**src/rtl/tok_median.sv**
```systemverilog
module tok_median #(
  parameter int N = 5,
  parameter int W = 8
) (
  input  logic         clk,
  input  logic         rst_n,
  input  logic         in_valid,
  input  logic [W-1:0] in_data,
  output logic         out_valid,
  output logic [W-1:0] out_data
);
  localparam int PW  = $clog2(N + 1);
  localparam int MID = (N + 1) / 2;

  logic [N-1:0][W-1:0]  val;
  logic [N-1:0][PW-1:0] rank;
  logic [N-1:0]         tok;
  logic [N-1:0]         le;
  logic [PW-1:0]        pt;
  logic [PW-1:0]        kcnt;
  logic [W-1:0]         pick;
  logic [PW-1:0]        seen;
  logic                 upd_q;

  always_comb begin
    pt   = '0;
    kcnt = '0;
    pick = '0;
    for (int i = 0; i < N; i++) begin
      le[i] = val[i] <= in_data;
      if (tok[i]) pt = pt | rank[i];
      if (le[i] && !tok[i]) kcnt = kcnt + 1'b1;
      if (rank[i] == PW'(MID)) pick = pick | val[i];
    end
  end

  always_ff @(posedge clk) begin
    if (!rst_n) begin
      val  <= '0;
      rank <= '0;
      tok  <= N'(1) << (N - 1);
    end else if (in_valid) begin
      for (int i = 0; i < N; i++) begin
        if (tok[i]) begin
          val[i]  <= in_data;
          rank[i] <= kcnt + 1'b1;
        end else if (rank[i] > pt && le[i]) begin
          rank[i] <= rank[i] - 1'b1;
        end else if (rank[i] < pt && !le[i]) begin
          rank[i] <= rank[i] + 1'b1;
        end
      end
      tok <= {tok[N-2:0], tok[N-1]};
    end
  end

  always_ff @(posedge clk) begin
    if (!rst_n) begin
      upd_q     <= 1'b0;
      seen      <= '0;
      out_data  <= '0;
      out_valid <= 1'b0;
    end else begin
      upd_q <= in_valid;
      if (in_valid && seen != PW'(N)) seen <= seen + 1'b1;
      if (upd_q) begin
        out_data  <= pick;
        out_valid <= seen == PW'(N);
      end
    end
  end
endmodule

```
**config.mk**
```make
export PLATFORM = sky130hd
export DESIGN_NAME = tok_median
export DESIGN_NICKNAME = d
export VERILOG_FILES = /design/src/rtl/tok_median.sv
export SDC_FILE = /design/constraint.sdc
export NUM_CORES = 1
export LEC_CHECK = 0
export BUFFER_PORTS_ARGS = -buffer_cell sky130_fd_sc_hd__buf_2
export CAP_MARGIN = 30
export CORE_MARGIN = 2
export CORE_UTILIZATION = 23
export DETAILED_ROUTE_END_ITERATION = 16
export HOLD_SLACK_MARGIN = 0.12
export PLACE_DENSITY = 0.47
export SYNTH_ARGS = -nofsm -noshare
export SYNTH_HDL_FRONTEND = slang
export SYNTH_SLANG_ARGS = --single-unit
```
**constraint.sdc**
```tcl
create_clock -name clk -period 7.7 [get_ports clk]
set_input_delay 1.155 -clock clk [delete_from_list [all_inputs] [get_ports clk]]
set_output_delay 1.155 -clock clk [all_outputs]
set_load 0.05 [all_outputs]
```
==> results.py <==
metrics = {
    "flow_run": {
        "drv_cap": 0,
    },
    "power": {
        "power.leakage_nw": 2.096,
        "peakVddDrop_uv": 97.71,
        "powerDensity_nw_per_um2": 290.7,
    },
    "hold_path": {
        "worstHoldPathCells": 2,
        "hp-class": "flip-flop to flip-flop",
    },
    "logic_synthesis": {
        "synth_ff_type": "dfxtp_1",
        "post-synth-top-area-cell": "dfxtp_1",
        "yosys.cell_types.count": 53,
        "synthTopCellsByArea": "dfxtp_1, ha_1, nand2_1",
        "yosysMostFrequentCell": "nand2_1",
        "synth_edf_count": 0,
        "ys_seq_area_frac": 0.3069,
        "avgSynthCellArea_um2": 8.253,
        "yosysWarnings": 0,
        "synth_top_area_share": 0.3069,
        "synth_common_cells": "nand2_1, dfxtp_1, a21oi_1",
        "synthCells": 577,
        "syn_nets": 655,
        "async_flop_share": 0,
        "netlist_area_um2": 4762,
        "yosys_register_bits": 73,
    },
    "timing": {
        "period_minus_slack_ns": 5.230,
        "whs_ns": 0.4735,
        "slew_headroom": 0.2446,
        "max_freq_ghz": 0.1912,
        "maxSlewViolCount": 0,
        "hold_violations": 0,
        "skew_ns": 0.01049,
        "tightest_slew_ns": 1.133,
        "tns_ns": 0,
        "rsz0062_at_grt": "no",
        "finalCritPeriodShare": 0.6792,
        "setup_viol": 0,
    },
    "worst_setup_path": {
        "worstPathRequired_ns": 7.96,
        "critPathKind": "input pin to flip-flop",
        "reg2reg_depth": 16,
        "crit_slowest_cell": "nor4_1",
        "crit_chain": "buf_2 -> inv_1 -> ha_1 -> a21o_1 -> a211o_1 -> a22oi_1 -> nor2b_1 -> ha_1 -> nor4_1 -> o21ai_0 -> and2_2 -> ha_1 -> mux2_2 -> ha_1 -> xor2_1 -> xnor3_1 -> nand2b_1 -> o221ai_1",
        "cpMostUsedCell": "ha_1",
        "crit_fanout": 6,
        "crit_path_start_kind": "input pin",
        "arrival_ns": 5.49,
        "end_kind": "flip-flop",
        "max_stage_delay_ns": 0.45,
    },
    "drt": {
        "wire_per_inst_um": 17.74,
        "via_per_inst": 4.946,
        "wl_um": 15330,
        "drtAntennaViolNets": 0,
        "drtIter0Drc": 331,
        "dr.pass1.iters": 5,
        "vias": 4273,
        "route.detailed.drc": 0,
    },
    "clock_network": {
        "cts_hold_buffers": 0,
        "cts_root_buf": "clkbuf_16",
        "clockBufferDepth": 2,
        "cts.sinks": 73,
        "cts.htree.levels": 3,
        "clkLatencyLatePin_ns": 0.35,
        "cts_tree": "built",
        "cts_setup_buffers": 0,
        "clkTransAtPathRegs_ns": 0.06,
        "cts_buffers": 9,
        "cts_resized": 0,
    },
    "global_routing": {
        "grt_pass1_wl_um": 24380,
        "grt_max_degree": 58,
        "grt_usage": 0.1452,
        "grt-ovfl-total": 0,
        "antenna_found_initial": 0,
        "grt_pass1_vias": 4204,
    },
    "floorplanning": {
        "die-area_um2": 21870,
        "floorplan.core_area_um2": 20300,
        "die_h_um": 147.9,
        "ios": 20,
        "fp-row-count": 52,
        "dieWidth_um": 147.9,
        "start_util": 0.2346,
    },
    "placement": {
        "place_hpwl_um": 11030,
        "port_buffers": 19,
        "gp_congestion": 0.8356,
    },
    "finish": {
        "layout-drive-gt1-share": 0.09259,
        "fillers": 2266,
        "area_growth_pct": 14.90,
        "nNetsFinal": 667,
        "antenna_cells": 0,
    },
    "status": {
        "outcome": "completed",
    },
}
[cells by family (layout without fill, tap and decap cells)]
family,Yosys count,in the layout,synth area share
flip-flops,73,73,0.3069
adder cells (fa/ha/maj),67,67,0.1839
AND/OR/NAND/NOR,201,201,0.2013
XOR/XNOR,10,10,0.02128
multiplexers,2,2,0.004729
buffers and inverters,55,72,0.04335
AO/OA/AOI/OAI,169,169,0.2386
[power by group]
| group | leakage, nW | switching (mW) | internal (mW) |
|---|---|---|---|
| Clock | 0.152 | 0.170 | 0.282 |
| Sequential | 0.595 | 0.0530 | 0.421 |
| Combinational | 1.35 | 0.391 | 0.273 |
[layer usage]
metal	global-route usage	wire length [um]
met4	0.03524	173
met5	0	0
met3	0.02006	434
met2	0.2405	7169
met1	0.2000	7553
[worst max-delay path, delay by kind of cell]
family	cells	cell delay [ns]
AO/OA/AOI/OAI	5	1.19
AND/OR/NAND/NOR	4	1.15
adder cells (fa/ha/maj)	4	1.10
XOR/XNOR	2	0.37
buffers and inverters	2	0.26
multiplexers	1	0.26
[layout make-up]
type / count / area, um^2 / share of cell area
Inverter: 32 / 120.1 / 0.02195
Multi-Input combinational cell: 449 / 3104 / 0.5673
Tap cell: 270 / 337.8 / 0.06174
Clock inverter: 6 / 82.58 / 0.01509
Timing Repair Buffer: 24 / 136.4 / 0.02493
Sequential cell: 73 / 1461 / 0.2671
Clock buffer: 10 / 229.0 / 0.04185
[cell usage in the layout (no fill, tap or decap), types with 4 or more instances in the layout]
cell / synthesis / routed
nand2_1: 97 / 97
inv_1: 32 / 31
a31oi_1: 8 / 8
a211o_1: 4 / 4
nand3_1: 11 / 11
xor2_1: 4 / 4
or3_1: 6 / 6
xnor2_1: 5 / 5
dfxtp_1: 73 / 73
buf_4: 0 / 4
nand2b_1: 6 / 6
nor3_1: 9 / 7
a22oi_1: 11 / 11
and2_1: 4 / 4
a21oi_1: 63 / 63
a222oi_1: 11 / 11
nor2b_1: 9 / 9
ha_1: 62 / 62
buf_2: 0 / 19
o211ai_1: 11 / 11
a211oi_1: 11 / 11
nor3b_1: 4 / 4
o21ai_0: 20 / 20
nand4_1: 9 / 9
fa_1: 5 / 5
o21a_1: 4 / 4
nor2_1: 28 / 28
clkbuf_16: 0 / 9
[sequential cells by signal, summed over array words and instances, names as in the netlist]
signal,count
seen,3
rank,15
tok,5
upd_q,1
val,40
out_valid,1
out_data,8
[metrics by stage]
step / power, mW / instances / cell area [um^2] / util / setup WS, ns
finish: 1.590 / 864 / 5472 / 0.2695 / 2.470
global route: 1.712 / 864 / 5472 / 0.2695 / 2.124
global placement: 1.151 / 847 / 5149 / 0.2536 / 2.261
floorplan: 0.9724 / 577 / 4762 / - / 2.737
detailed placement: 1.144 / 848 / 5160 / 0.2542 / 2.141
CTS: 1.603 / 864 / 5472 / 0.2695 / 2.491
[final timing paths]
path | start | to | slack (ns)
setup / recovery | in_data[2] | rank[14] | 2.47
hold reg to reg | val[32] | val[32] | 0.47
hold / removal | val[32] | val[32] | 0.47
setup reg to reg | val[3] | rank[14] | 3.21
Note: power is estimated with default switching activity, not from simulation.
